==> src/rtl/sym_step_detect.sv <==
module sym_step_detect #(
  parameter int NVAR = 5
) (
  input  logic                           clk,
  input  logic                           rst_n,
  input  logic                           start,
  input  logic [(1<<NVAR)-1:0]           truth,
  input  logic [NVAR-1:0]                ymask,
  output logic                           done,
  output logic                           found,
  output logic                           fail,
  output logic [$clog2(NVAR+1)-1:0]      step_t
);
  localparam int NT = 1 << NVAR;
  localparam int TW = $clog2(NVAR+1);
  localparam int CW = NVAR + 1;

  typedef enum logic [1:0] {S_IDLE, S_SCAN, S_EVAL} state_t;

  state_t          st;
  logic [NT-1:0]   tt;
  logic [NVAR-1:0] mk;
  logic [NVAR-1:0] idx;
  logic [CW-1:0]   wcnt [NVAR+1];

  function automatic logic [TW-1:0] popcnt(input logic [NVAR-1:0] v);
    logic [TW-1:0] c;
    c = '0;
    for (int k = 0; k < NVAR; k++) c = c + TW'(v[k]);
    return c;
  endfunction

  logic [NVAR-1:0] on_y, off_y, low_off;
  logic            canon;
  logic [TW-1:0]   jcur, ny;
  logic            bad_mask;

  assign on_y     = idx & mk;
  assign off_y    = mk & ~idx;
  assign low_off  = off_y & (~off_y + 1'b1);
  assign canon    = (on_y & ~(low_off - 1'b1)) == '0;
  assign jcur     = popcnt(on_y);
  assign ny       = popcnt(mk);
  assign bad_mask = popcnt(ymask) < TW'(2);

  logic          ev_found, stepped, ok;
  logic [TW-1:0] ev_t;
  logic [CW-1:0] lvl;

  always_comb begin
    stepped = 1'b0;
    ok      = 1'b1;
    ev_t    = '0;
    lvl     = wcnt[0];
    for (int j = 1; j <= NVAR; j++) begin
      if (TW'(j) <= ny) begin
        if (!stepped) begin
          if (wcnt[j] != wcnt[0]) begin
            stepped = 1'b1;
            ev_t    = TW'(j);
            lvl     = wcnt[j];
          end
        end else if (wcnt[j] != lvl) begin
          ok = 1'b0;
        end
      end
    end
    ev_found = stepped && ok;
  end

  always_ff @(posedge clk or negedge rst_n) begin
    if (!rst_n) begin
      st     <= S_IDLE;
      tt     <= '0;
      mk     <= '0;
      idx    <= '0;
      done   <= 1'b0;
      found  <= 1'b0;
      fail   <= 1'b0;
      step_t <= '0;
      for (int j = 0; j <= NVAR; j++) wcnt[j] <= '0;
    end else begin
      done <= 1'b0;
      case (st)
        S_IDLE: if (start) begin
          tt     <= truth;
          mk     <= ymask;
          found  <= 1'b0;
          fail   <= 1'b0;
          step_t <= '0;
          if (bad_mask) begin
            done <= 1'b1;
            fail <= 1'b1;
          end else begin
            st  <= S_SCAN;
            idx <= '0;
            for (int j = 0; j <= NVAR; j++) wcnt[j] <= '0;
          end
        end
        S_SCAN: begin
          if (tt[idx] && canon) wcnt[jcur] <= wcnt[jcur] + 1'b1;
          idx <= idx + 1'b1;
          if (idx == NVAR'(NT-1)) st <= S_EVAL;
        end
        S_EVAL: begin
          done   <= 1'b1;
          found  <= ev_found;
          fail   <= !ev_found;
          step_t <= ev_found ? ev_t : '0;
          st     <= S_IDLE;
        end
        default: st <= S_IDLE;
      endcase
    end
  end

  p_bad_mask_r6: assert property (@(posedge clk) disable iff (!rst_n)
    (st == S_IDLE && start && bad_mask) |=> (done && fail && !found));

  p_done_pulse_r7: assert property (@(posedge clk) disable iff (!rst_n)
    done |=> !done);

  p_exclusive_r9: assert property (@(posedge clk) disable iff (!rst_n)
    done |-> (found != fail));

  p_fail_zero_t_r9: assert property (@(posedge clk) disable iff (!rst_n)
    fail |-> (step_t == '0));

  p_t_range_r3: assert property (@(posedge clk) disable iff (!rst_n)
    found |-> (step_t >= TW'(1) && step_t <= ny));

  p_busy_ignore_r8: assert property (@(posedge clk) disable iff (!rst_n)
    (st == S_SCAN && start) |=> (st != S_IDLE && !done));

  p_hold_r7: assert property (@(posedge clk) disable iff (!rst_n)
    (st == S_IDLE && !start) |=> ($stable(found) && $stable(fail) && $stable(step_t)));
endmodule

==> config.mk <==
export PLATFORM = sky130hd
export DESIGN_NAME = sym_step_detect
export DESIGN_NICKNAME = d
export VERILOG_FILES = /design/src/rtl/sym_step_detect.sv
export SDC_FILE = /design/constraint.sdc
export NUM_CORES = 1
export LEC_CHECK = 0
export CAP_MARGIN = 10
export CORE_ASPECT_RATIO = 0.5
export CORE_MARGIN = 1
export CORE_UTILIZATION = 60
export DETAILED_ROUTE_END_ITERATION = 12
export DONT_BUFFER_PORTS = 1
export PLACE_DENSITY = 0.72
export SLEW_MARGIN = 5
export SYNTH_ARGS = -nofsm -noshare
export SYNTH_HDL_FRONTEND = slang
export SYNTH_SLANG_ARGS = --single-unit
==> constraint.sdc <==
create_clock -name clk -period 5.8 [get_ports clk]
set_clock_uncertainty 0.15 [all_clocks]
set_input_delay 0.87 -clock clk [delete_from_list [all_inputs] [get_ports clk]]
set_output_delay 0.87 -clock clk [all_outputs]
set_load 0.01 [all_outputs]
### Word level (Yosys, flattened, before mapping)

Index checks and enable logic that the tools add are counted.

| word-level totals | value |
|---|---|
| flip-flop bits (word level) | 86 |
| input bits | 40 |
| output and inout bits | 6 |
| logic and storage cells | 156 |

| cells by class | value |
|---|---|
| $add $sub $neg | 16 |
| $lt $le $gt $ge | 9 |
| eq/ne operators | 16 |
| multiplexer cells | 80 |
| bitwise gates (word level) | 8 |
| reduce and logical (&&, ||, !) cells | 13 |

Operators with widths:

| cell | count |
|---|---|
| 36-bit two-way mux | 3 |
| 6-bit two-way mux | 14 |
| 36-bit one-hot mux with 2 select lines | 1 |
| 6-bit inequality test | 9 |
| 3-bit two-way mux | 14 |
| 36-bit bitwise mux | 1 |
| 1-bit two-way mux | 33 |
| 5-bit AND | 4 |
| 3-bit by 1-bit adder with 3-bit output | 6 |
| 6-bit binary-select mux with 3-bit select | 1 |
| 6-bit demux with 3-bit select | 1 |
| 5-bit NOT | 3 |
| 5-bit by 1-bit adder with 5-bit output, second input constant | 2 |
| 5-bit two-way mux | 2 |
| 5-bit one-hot mux with 2 select lines | 1 |
| 2-bit by 1-bit adder with 3-bit output | 3 |
| 2-bit inequality test, second input constant | 4 |
| 1-bit by 1-bit adder with 2-bit output | 3 |
| 6-bit by 1-bit adder with 6-bit output, second input constant | 1 |
| 2-bit by 3-bit <= comparator with 1-bit output, first input constant | 2 |
| 3-bit <= comparator, first input constant | 2 |
| 5-bit by 6-bit < comparator with 1-bit output, second input constant | 1 |
| 2-bit two-way mux | 3 |
| 1-bit one-hot mux with 2 select lines | 3 |
| other kinds (20) | 25 |

### Longest topological paths before layout

Gate-level depths: netlist of the first run.

| logic depth | value |
|---|---|
| word-level depth | 22 |
| mapped depth | 17 |
| gate-level depth less buffers | 15 |

### Worst setup path before layout of the first run

No wires, ideal clock.

| path | value |
|---|---|
| kind | reg-to-reg |
| start point | register idx[0] |
| end point | register wcnt[16] in the netlist's numbering |
| setup time | 0.083 ns |
| arrival time | 3.836 ns |
| setup slack | 1.731 ns |
| stages on the path, launching flop included | 17 |
| path buffers | 2 |
| clock period less this slack | 4.069 ns |
| path through | dfrtp_1 buf_6 and2_1 fa_1 inv_1 fa_1 inv_1 ha_1 clkbuf_1 mux4_2 a21oi_1 inv_1 ha_1 and3_1 xnor2_1 nand2_1 o21ai_0 |

| between the ends | value |
|---|---|
| cells in the longest elaborated chain, start to end | 13 |
| elaborated cells on any way between the ends | 32 |
| those cells by class | add/sub (7); order compare (2); eq/ne (1); mux (10); bitwise (8); reduce/logical (4) |

Ends and longest elaborated chain:

| element | line | text |
|---|---|---|
| start: declaration | 23 | `logic [NVAR-1:0] idx;` |
| start signal: assignment | 102 | `idx <= idx + 1'b1;` |
| 5-bit AND | 38 | `assign on_y = idx & mk;` |
| 1-bit by 1-bit adder with 2-bit output | 29 | `for (int k = 0; k < NVAR; k++) c = c + TW'(v[k]);` |
| 2-bit by 1-bit adder with 3-bit output | 29 |  |
| 3-bit by 1-bit adder with 3-bit output (2 in series) | 29 |  |
| 3-bit NOT with 4-bit output (not written as such) | 101 | `if (tt[idx] && canon) wcnt[jcur] <= wcnt[jcur] + 1'b1;` |
| 6-bit binary-select mux with 3-bit select (tied with other cells) | 101 |  |
| 6-bit two-way mux (not written as such) or 1-bit logical AND (tied branches) | 101 |  |
| 6-bit two-way mux (not written as such) | 101 |  |
| 6-bit by 1-bit adder with 6-bit output or 6-bit demux with 3-bit select (tied branches) | 101 |  |
| 36-bit bitwise mux | 101 |  |
| 36-bit two-way mux | 101 |  |
| 36-bit one-hot mux with 2 select lines | 84 | `case (st)` |
| end signal: indexed assignment | 101 |  |
| end: declaration | 24 | `logic [CW-1:0] wcnt [NVAR+1];` |

Several ways; a longest one is shown, not always the timed one. The select of a mux whose other input is x is not followed.
A chain may end at the register's enable or synchronous reset.

### Worst setup path after layout of the first run

| path | value |
|---|---|
| start point | register mk[0] |
| end point | register fail |

| between the ends | value |
|---|---|
| cells in the longest elaborated chain, start to end | 22 |
| elaborated cells on any way between the ends | 47 |
| those cells by class | add/sub (4); order compare (5); eq/ne (4); mux (32); reduce/logical (2) |

Ends and longest elaborated chain:

| element | line | text |
|---|---|---|
| start: declaration | 22 | `logic [NVAR-1:0] mk;` |
| start signal: assignment | 87 | `mk <= ymask;` |
| 1-bit by 1-bit adder with 2-bit output (*) | 29 |  |
| 2-bit by 1-bit adder with 3-bit output (*) | 29 |  |
| 3-bit by 1-bit adder with 3-bit output (*) (2 in series) | 29 |  |
| 1-bit by 3-bit <= comparator with 1-bit output | 56 | `if (TW'(j) <= ny) begin` |
| 6-bit two-way mux | 56 |  |
| 6-bit inequality test or 6-bit two-way mux (tied branches) | 63, 58 |  |
| 1-bit two-way mux or 6-bit two-way mux (tied branches) | 63, 57 |  |
| 1-bit two-way mux or 6-bit two-way mux (tied branches) | 57, 56 |  |
| [5 not listed] | - |  |
| 1-bit two-way mux or 6-bit two-way mux (tied branches) | 57, 56 |  |
| 1-bit two-way mux or 6-bit inequality test (tied branches) | 56, 63 |  |
| 1-bit two-way mux | 63 | `end else if (wcnt[j] != lvl) begin` |
| 1-bit two-way mux | 57 | `if (!stepped) begin` |
| 1-bit two-way mux | 56 |  |
| 1-bit logical AND (*) | 68 | `ev_found = stepped && ok;` |
| 1-bit logical NOT (*) | 108 | `fail <= !ev_found;` |
| 1-bit one-hot mux with 2 select lines (*) | 84 |  |
| end signal: assignment | 108 |  |
| end: declaration | 11 | `output logic fail,` |

Every way passes the cells marked *; elsewhere a longest branch is shown, timed or not.

==> results of run 1 <==
==> final cells by class <==
type	count	area [um^2]
timing repair buffer	1	7.507
fill	624	2615
inverter	16	60.06
sequential	86	2152
multi-input combinational	388	2965
clock inverter	6	80.08
tap	112	140.1
clock buffer	10	239.0
==> cell families after synthesis <==
kind of cell | Yosys count
and+or+nand+nor | 149
AOI/OAI and AO/OA | 98
DFF | 86
muxes | 70
xor gates and xnor gates | 58
buffers and inverters | 37
adders and majority gates | 13
==> per-stage QoR <==
stage	setup slack, ns	util	hold WS [ns]	area (um^2)	instances
floorplan	1.731	-	0.3252	5283	511
global placement	1.471	0.6448	0.3352	5325	603
detailed placement	1.385	0.6448	0.3420	5325	603
CTS	1.364	0.6834	0.05488	5644	619
global route	0.9984	0.6834	0.04766	5644	619
finish	1.379	0.6834	0.06260	5644	619
==> flip-flops by register name, indices dropped and copies added, names as in the netlist <==
name / flops
done: 1
step_t: 3
mk: 5
fail: 1
wcnt: 36
found: 1
tt: 32
idx: 5
st: 2
==> worst reg2reg max path, delay by kind of cell, from the launching register on <==
kind | cells | cell delay (ns)
DFF | 1 | 0.41
buffers and inverters | 1 | 0.05
and+or+nand+nor | 4 | 1.08
xor gates and xnor gates | 1 | 0.13
AOI/OAI and AO/OA | 4 | 1.26
adders and majority gates | 3 | 1.24
==> Yosys cell counts (2+ instances only) <==
cell type / instances
o32ai_1: 4
and3_1: 3
buf_2: 4
inv_1: 16
buf_4: 3
nand4_1: 6
a21o_1: 2
o2bb2ai_1: 2
ha_1: 8
dfrtp_1: 86
clkbuf_1: 12
nor2b_1: 3
nor4_1: 3
or3_1: 2
o31a_1: 3
o21ai_0: 46
a32o_1: 2
a21oi_1: 16
nor3_1: 8
nand2_1: 82
and2_1: 9
buf_6: 2
xor2_1: 25
o21bai_1: 2
mux2_2: 36
mux2i_1: 18
o221ai_1: 2
fa_1: 5
a21boi_0: 5
nor2_1: 13
mux4_2: 16
o31ai_1: 3
xnor2_1: 33
nand3_1: 7
nand2b_1: 4
==> worst paths after layout <==
check | to | slack [ns] | cells past startpoint
setup / recovery | fail | 1.38 | 13
hold / removal | tt[20] | 0.06 | 0
setup reg to reg | fail | 1.38 | 13
hold reg to reg | tt[23] | 0.35 | 1
max in group asynchronous | wcnt[14] | 5.30 | 0
min in group clk | tt[23] | 0.35 | 1
==> routing by layer <==
layer,global-route usage,vias to the layer above,share of wire,routed length [um]
met3,0.08593,18,0.096,1208
li1,-,1799,-,-
met5,0,-,0,0
met2,0.4897,174,0.46,5779
met4,0.09691,0,0.016,206
met1,0.3960,1913,0.43,5411
==> impl_metrics.csv, run 1 <==
group,metric,value,unit
critical_path,worstSetupPathType,"register to register",
placement,place_hpwl,9120,um
global_routing,grt_antenna_before_repair,0,
critical_path,critical_path.top_delay_family,"adder cells",
critical_path,path_cells,"fa_1 > inv_1 > fa_1 > ha_1 > nand2_1 > a21boi_0 > nor3_2 > o32ai_1 > xor2_1 > nor4_1 > a31oi_1 > or2_1 > o21ba_2",
routing,post_drt_wl_per_cell,20.36,um
clocking,numClockSinks,86,
placement,numPortBuffers,0,
yosys,synth_xor_area_frac,0.09616,
floorplan,io_pins,46,
yosys,syn_avg_cell_area,10.34,um^2
routing,ant_nets,0,
clocking,clkLatencyLatePin,0.34,ns
layout,nets,555,
yosys,synth_simple_gate_area_frac,0.1312,
layout,syn_to_final_growth,6.845,%
sta,setup_violations,0,
routing,drtIter0Drc,292,
yosys,syn_area,5283,um^2
floorplan,start_util,0.6396,
sta,period_minus_slack,4.421,ns
yosys,synthTopCellsByArea,"dfrtp_1, mux2_2, mux4_2",
sta,slew-limit-headroom,0.4556,
yosys,synth_compound_area_frac,0.1161,
yosys,synthArstFlopShare,1.000,
yosys,synth_cells,511,
global_routing,grt_max_degree,87,
layout,mostFrequentLayoutCells,"dfrtp_1, nand2_1, o21ai_0",
critical_path,critical_path.max_stage_delay,0.54,ns
global_routing,grt_overflow_total,0,
critical_path,crit_path_max_fanout,8,
yosys,synthDistinctLibCells,55,
sta,post-route-period-util,0.7622,
sta,slew_violations,0,
critical_path,cp.arrival,4.50,ns
critical_path,reg2reg_from,"mk[0]",
yosys,syn_nets,564,
critical_path,crit_path_end_kind,"register",
routing,totalWireLength,12610,um
sta,hold_viol,0,
yosys,yosysWarningCount,0,
layout,drive_above_1_share,0.1499,
yosys,seq_area_frac_synth,0.4074,
yosys,synth_top_family_by_area,"multiplexers",
yosys,yosysTopAreaCell,"dfrtp_1",
critical_path,critPathSlowestCell,"fa_1",
layout,diodes,0,
yosys,ys_ff_latch,86,
min_path,hp-class,"input pin to async pin",
clocking,cts_hold_buf,0,
outcome,status,"finished, final reports clean",
sta,max_freq,0.2262,GHz
floorplan,rows,23,
floorplan,die_area,9206,um^2
routing,vias_per_cell,6.307,
critical_path,startpoint_type,"register",
clocking,root_buffer,"clkbuf_16",
global_routing,track_usage,0.3010,
clocking,postCtsSetupBuffers,0,
yosys,synthAdderAreaFrac,0.03790,
critical_path,crit_buf_inv,1,
yosys,synthFlopType,"dfrtp_1",
global_routing,grt_pass1_vias,3865,
global_routing,grt_first_pass_wirelength,20200,um
layout,final_common_cell,"dfrtp_1",
floorplan,die_h,68.35,um
routing,drcViolationCount,0,
critical_path,crit_start,"mk[0]",
routing,vias,3904,
clocking,cts_tree,"built",
clocking,cts_resized,0,
clocking,cts_buffers,9,
sta,tightest_slew,0.8156,ns
yosys,yosysTopAreaCellShare,0.4074,
job,drv_cap,0,
critical_path,critPathRequiredTime,5.88,ns
placement,gp_congestion,0.9596,
yosys,synth-edff-count,0,
yosys,muxShareOfSynthArea,0.1791,
sta,grt_setup_unrepaired,"false",
clocking,path_clk_slew,0.07,ns
routing,dr.pass1.iters,4,
critical_path,crit_top_cell,"fa_1",
clocking,cts.path.max_buffers,2,
floorplan,chipWidth,134.7,um
clocking,htree_levels,3,
sta,tns,0,ns
floorplan,coreArea,8259,um^2
Power of run 1 is left out: the tool's default activity adds up to more than one toggle a clock period on the data nets, which glitch-free logic cannot reach.
==> run 2: changes to the inputs <==
Settings changed: ABC_AREA from default to 1, CORE_UTILIZATION 60 to 58.
Clock period 5.8 ns to 3.8 ns, I/O delays scaled along.
==> run 2 against run 1 <==
Fmax up 22%. Global-route usage up 5.6 points. Flip-flop and latch count unchanged. Non-clock buffer count up 32.
==> impl_metrics.csv, run 2 <==
group,metric,value,unit
global_routing,grt_pass1_vias,5124,
critical_path,reg2reg_from,"mk[1]",
yosys,yosysMostFrequentCell,"nand2_1",
critical_path,crit_path_end_kind,"register",
floorplan,rows,25,
placement,gp_congestion,1.021,
clocking,cts.path.max_buffers,2,
routing,vias,5672,
clocking,htree_levels,3,
layout,reg_top3,"wcnt: 36 flops, tt: 32 flops",
yosys,yosysTopAreaCell,"dfrtp_1",
routing,drtIter0Drc,588,
yosys,synthTopCellsByArea,"dfrtp_1, nand2_1, nand3_1",
min_path,holdPathStages,2,
critical_path,critPathRequiredTime,3.88,ns
floorplan,io_pins,46,
clocking,path_clk_slew,0.07,ns
yosys,synth-edff-count,0,
layout,drive_above_1_share,0.1386,
min_path,hold_end,"tt[9]",
critical_path,critical_path.max_stage_delay,0.44,ns
critical_path,crit_path_max_fanout,10,
sta,holdWs,0.1820,ns
critical_path,startpoint_type,"register",
job,drv_cap,0,
clocking,numClockSinks,86,
routing,drcViolationCount,0,
sta,hold_viol,0,
floorplan,start_util,0.5971,
routing,ant_nets,0,
layout,nets,878,
sta,post-route-period-util,0.9539,
global_routing,met1_usage,0.4877,
global_routing,busiest_layer,"met2",
global_routing,grt.met2_usage,0.5550,
layout,fillers,821,
yosys,syn_area,5640,um^2
critical_path,path_cells,"buf_4 > fa_1 > inv_1 > fa_2 > ha_1 > clkinvlp_4 > nand2_4 > nand2_8 > nor2_8 > nand2_4 > clkinv_4 > nand2_1 > nand3_1 > nand2_1 > nor2_1 > nand3_1 > nand2_2 > nand2_2 > nand2_1 > nand2_1",
critical_path,critical_path.top_delay_family,"simple AND/OR/NAND/NOR gates",
layout,syn_to_final_growth,14.11,%
critical_path,cp.arrival,3.71,ns
yosys,synthDistinctLibCells,41,
clocking,clkLatencyLatePin,0.34,ns
global_routing,track_usage,0.3575,
clocking,cts_tree,"built",
routing,dr.pass1.iters,8,
global_routing,grt_overflow_total,0,
critical_path,crit_buf_inv,4,
min_path,hp-class,"input pin to register",
routing,totalWireLength,17460,um
floorplan,die_area,10150,um^2
sta,tightest_slew,0.5511,ns
critical_path,critPathSlowestCell,"fa_1",
sta,period_minus_slack,3.625,ns
placement,place_hpwl,12570,um
critical_path,r2r-end,"fail",
layout,mostFrequentLayoutCells,"nand2_1, dfrtp_1, inv_1",
routing,post_drt_wl_per_cell,18.09,um
clocking,root_buffer,"clkbuf_16",
global_routing,grt_max_degree,87,
min_path,hp-start,"truth[9]",
yosys,syn_nets,852,
floorplan,chipWidth,141.5,um
critical_path,r2r_cells,20,
placement,numPortBuffers,0,
critical_path,r2r_slack,0.18,ns
yosys,synthArstFlopShare,1.000,
sta,slew-limit-headroom,0.6312,
layout,max_flop_register,"wcnt",
layout,multi_input_area,3184,um^2
sta,max_freq,0.2759,GHz
routing,vias_per_cell,5.878,
yosys,synth_cells,799,
placement,place_ws,0.09104,ns
yosys,synth_commonest_cells,"nand2_1, dfrtp_1, inv_1",
yosys,seq_area_frac_synth,0.3815,
sta,fin_ws,0.1752,ns
yosys,yosysTopAreaCellShare,0.3815,
global_routing,use_met3,0.1063,
floorplan,coreArea,9447,um^2
yosys,ys_ff_latch,86,
clocking,cts_buffers,9,
layout,largest_reg_flops,36,
critical_path,crit_top_cell,"nand2_1",
layout,ff_latch_area,2152,um^2
global_routing,grt_first_pass_wirelength,27100,um
yosys,syn_avg_cell_area,7.059,um^2
yosys,synthFlopType,"dfrtp_1",
yosys,yosysWarningCount,0,
sta,slew_violations,0,
outcome,status,"finished, final reports clean",
critical_path,worstSetupPathType,"register to register",
layout,diodes,0,
sta,setup_violations,0,
layout,final_common_cell,"nand2_1",
floorplan,die_h,71.73,um
global_routing,grt_antenna_before_repair,0,
[run 2: cell families after synthesis]
| kind of cell | Yosys count | synth area share |
|---|---|---|
| and+or+nand+nor | 451 | 0.3534 |
| AOI/OAI and AO/OA | 134 | 0.1413 |
| buffers and inverters | 105 | 0.07276 |
| DFF | 86 | 0.3815 |
| adders and majority gates | 13 | 0.03549 |
| xor gates and xnor gates | 10 | 0.01553 |
[run 2: worst register-to-register path, stage by stage, from the launching register on]
cell and delay [ns]:
dfrtp_1 0.38, buf_4 0.14, fa_1 0.45, inv_1 0.09
fa_2 0.21, ha_1 0.38, clkinvlp_4 0.34, nand2_4 0.23
nand2_8 0.10, nor2_8 0.12, nand2_4 0.12, clkinv_4 0.11
nand2_1 0.07, nand3_1 0.09, nand2_1 0.05, nor2_1 0.11
nand3_1 0.12, nand2_2 0.11, nand2_2 0.06, nand2_1 0.06
nand2_1 0.05
[run 2: routing by layer]
metal | wire length (um) | vias up
met5 | 0 | -
met3 | 1877 | 42
met1 | 7569 | 2658
met2 | 7635 | 295
li1 | - | 2677
met4 | 378 | 0
[run 2: repair_timing]
action	4_1_cts	5_1_grt
endpoints found under the hold margin	86	5
setup endpoints to repair	0	35
resized for setup	0	25
hold buffers	1	1
buffers inserted	0	5
[run 2: stage by stage]
step | cells | utilization | area [um^2] | setup TNS [ns]
4_1_cts | 958 | 0.6654 | 6286 | 0
6_report | 965 | 0.6813 | 6436 | 0
3_5_place_dp | 941 | 0.6293 | 5944 | 0
5_1_grt | 965 | 0.6813 | 6436 | -0.02051
3_3_place_gp | 941 | 0.6293 | 5944 | 0
2_1_floorplan | 799 | - | 5664 | 0
[run 2: worst max path at each step]
stage | start | endpoint | slack [ns] | cells past startpoint
finish | mk[1] | fail | 0.18 | 20
floorplan | idx[0] | wcnt[10] | 0.009 | 17
global placement | mk[1] | fail | 0.15 | 17
CTS | mk[1] | fail | 0.06 | 17
global route | mk[1] | fail | -0.02 | 18
detailed placement | mk[1] | fail | 0.09 | 17
[run 2: area by class of cell]
type	instances	share of cell area
inverter	86	0.05191
timing repair buffer	33	0.04393
sequential	86	0.3344
tap	135	0.02624
clock inverter	6	0.01166
clock buffer	10	0.03713
multi-input combinational	609	0.4948
Power of run 2 is left out for the same reason.
==> run 3: changes to the inputs <==
--- a/constraint.sdc
+++ b/constraint.sdc
@@ -4,2 +4,2 @@
 set_output_delay 0.57 -clock clk [all_outputs]
-set_load 0.01 [all_outputs]
+set_load 0.05 [all_outputs]
==> run 3 against run 2 <==
Routed wire length is 0.32% lower. Final cell count is 0.52% lower. Largest cell class unchanged. Fmax is 0.88% lower. First-iteration DRC count is 8.7% higher. Highest routed layer unchanged. Setup slack worse by 0.032 ns. Global-route usage is 1.0 points higher. Flip-flop and latch count stayed put. Clock-buffer cell count is 1 higher. Worst hold slack worse by 0.0061 ns. Critical path depth is 2 lower. Final area is 1.4% lower.
==> impl_metrics.csv, run 3 (same netlist as run 2, synthesis figures left out) <==
group,metric,value,unit
outcome,status,"finished, final reports clean",
sta,holdWs,0.1759,ns
layout,final_common_cell,"nand2_1",
critical_path,path_cells,"nand2_1 > inv_1 > fa_1 > inv_1 > fa_2 > inv_1 > ha_1 > buf_4 > a21oi_1 > o21ai_0 > o221ai_1 > o22ai_2 > nand2_1 > nor2_2 > nand3_1 > xor2_2 > buf_4 > o22ai_1",
critical_path,crit_path_end_kind,"register",
floorplan,coreArea,9447,um^2
clocking,cts.path.max_buffers,2,
critical_path,reg2reg_from,"mk[0]",
sta,setup_violations,0,
min_path,hp-start,"truth[21]",
floorplan,start_util,0.5971,
placement,place_hpwl,12510,um
critical_path,crit_buf_inv,5,
critical_path,cp.arrival,3.76,ns
floorplan,chipWidth,141.5,um
layout,largest_reg_flops,36,
layout,mostFrequentLayoutCells,"nand2_1, dfrtp_1, inv_1",
sta,period_minus_slack,3.657,ns
critical_path,critPathRequiredTime,3.91,ns
sta,max_freq,0.2735,GHz
clocking,path_clk_slew,0.07,ns
clocking,numClockSinks,86,
layout,diodes,0,
sta,post-route-period-util,0.9623,
routing,vias,5711,
global_routing,track_usage,0.3678,
routing,drcViolationCount,0,
global_routing,grt_antenna_before_repair,0,
critical_path,critPathSlowestCell,"fa_1",
global_routing,grt_overflow_total,0,
sta,slew_violations,0,
routing,totalWireLength,17410,um
global_routing,grt_first_pass_wirelength,27950,um
global_routing,grt_pass1_vias,5407,
critical_path,startpoint_type,"register",
job,drv_cap,0,
placement,gp_congestion,1.011,
floorplan,die_h,71.73,um
critical_path,r2r_slack,0.14,ns
routing,post_drt_wl_per_cell,18.13,um
sta,slew-limit-headroom,0.6600,
clocking,cts_tree,"built",
critical_path,crit_top_cell,"inv_1",
routing,drtIter0Drc,639,
clocking,htree_levels,3,
sta,tightest_slew,0.5053,ns
sta,hold_viol,0,
layout,nets,873,
critical_path,worstSetupPathType,"register to register",
routing,vias_per_cell,5.949,
layout,max_flop_register,"wcnt",
clocking,root_buffer,"clkbuf_16",
critical_path,critical_path.max_stage_delay,0.53,ns
routing,ant_nets,0,
routing,dr.pass1.iters,6,
floorplan,die_area,10150,um^2
clocking,clkLatencyLatePin,0.35,ns
floorplan,rows,25,
critical_path,critical_path.top_delay_family,"adder cells",
clocking,cts_buffers,9,
critical_path,crit_path_max_fanout,8,
critical_path,crit_start,"mk[0]",
layout,reg_top3,"wcnt: 36 flops, tt: 32 flops",
global_routing,grt_max_degree,87,
layout,drive_above_1_share,0.1248,
min_path,hp-class,"input pin to register",
layout,syn_to_final_growth,12.56,%
placement,numPortBuffers,0,
floorplan,io_pins,46,
## run 3: cell count changes in the layout (fill, tap and decap cells not counted), moves of 2 or more
cell,before,now
o21ai_0,33,36
inv_1,69,71
o21ai_1,5,3
nand2_2,14,12
inv_8,2,0
buf_4,30,27
## run 3: final timing paths
kind                            end  depth (start not counted)
max reg2reg                wcnt[17]                         18
min in group asynchronous  wcnt[19]                          2
min                          tt[21]                          2
min reg2reg                   tt[9]                          2
max in group asynchronous     found                          2
max                        wcnt[17]                         18
## run 3: per-layer routing
| metal | part of all wire | GRT usage |
|---|---|---|
| met5 | 0 | 0 |
| met4 | 0.026 | 0.1386 |
| met3 | 0.11 | 0.09492 |
| met2 | 0.44 | 0.5710 |
| met1 | 0.42 | 0.5006 |
## run 3: metrics by stage
| stage | cell area [um^2] | std cells | util | setup WS (ns) | TNS, ns |
|---|---|---|---|---|---|
| 2_1_floorplan | 5664 | 799 | - | 0.008517 | 0 |
| 3_3_place_gp | 5944 | 941 | 0.6293 | 0.1411 | 0 |
| 3_5_place_dp | 5944 | 941 | 0.6293 | 0.07574 | 0 |
| 4_1_cts | 6265 | 959 | 0.6632 | 0.06750 | 0 |
| 5_1_grt | 6349 | 960 | 0.6721 | -0.007290 | -0.007290 |
| 6_report | 6349 | 960 | 0.6721 | 0.1431 | 0 |
## run 3: repair_timing
action	in CTS	in global routing
resized for setup	0	17
hold buffers	2	0
setup endpoints to repair	0	32
buffers inserted	0	1
endpoints found under the hold margin	86	0
## run 3: layout make-up
| class | instances | area [um^2] |
|---|---|---|
| well taps | 135 | 168.9 |
| repair buffers | 29 | 240.2 |
| multi-input cells | 608 | 3173 |
| clock buffers | 11 | 242.7 |
| inverters | 86 | 331.6 |
| flip-flops and latches | 86 | 2152 |
| fillers | 860 | 3098 |
| clock inverters | 5 | 40.04 |
Power of run 3 is left out for the same reason.
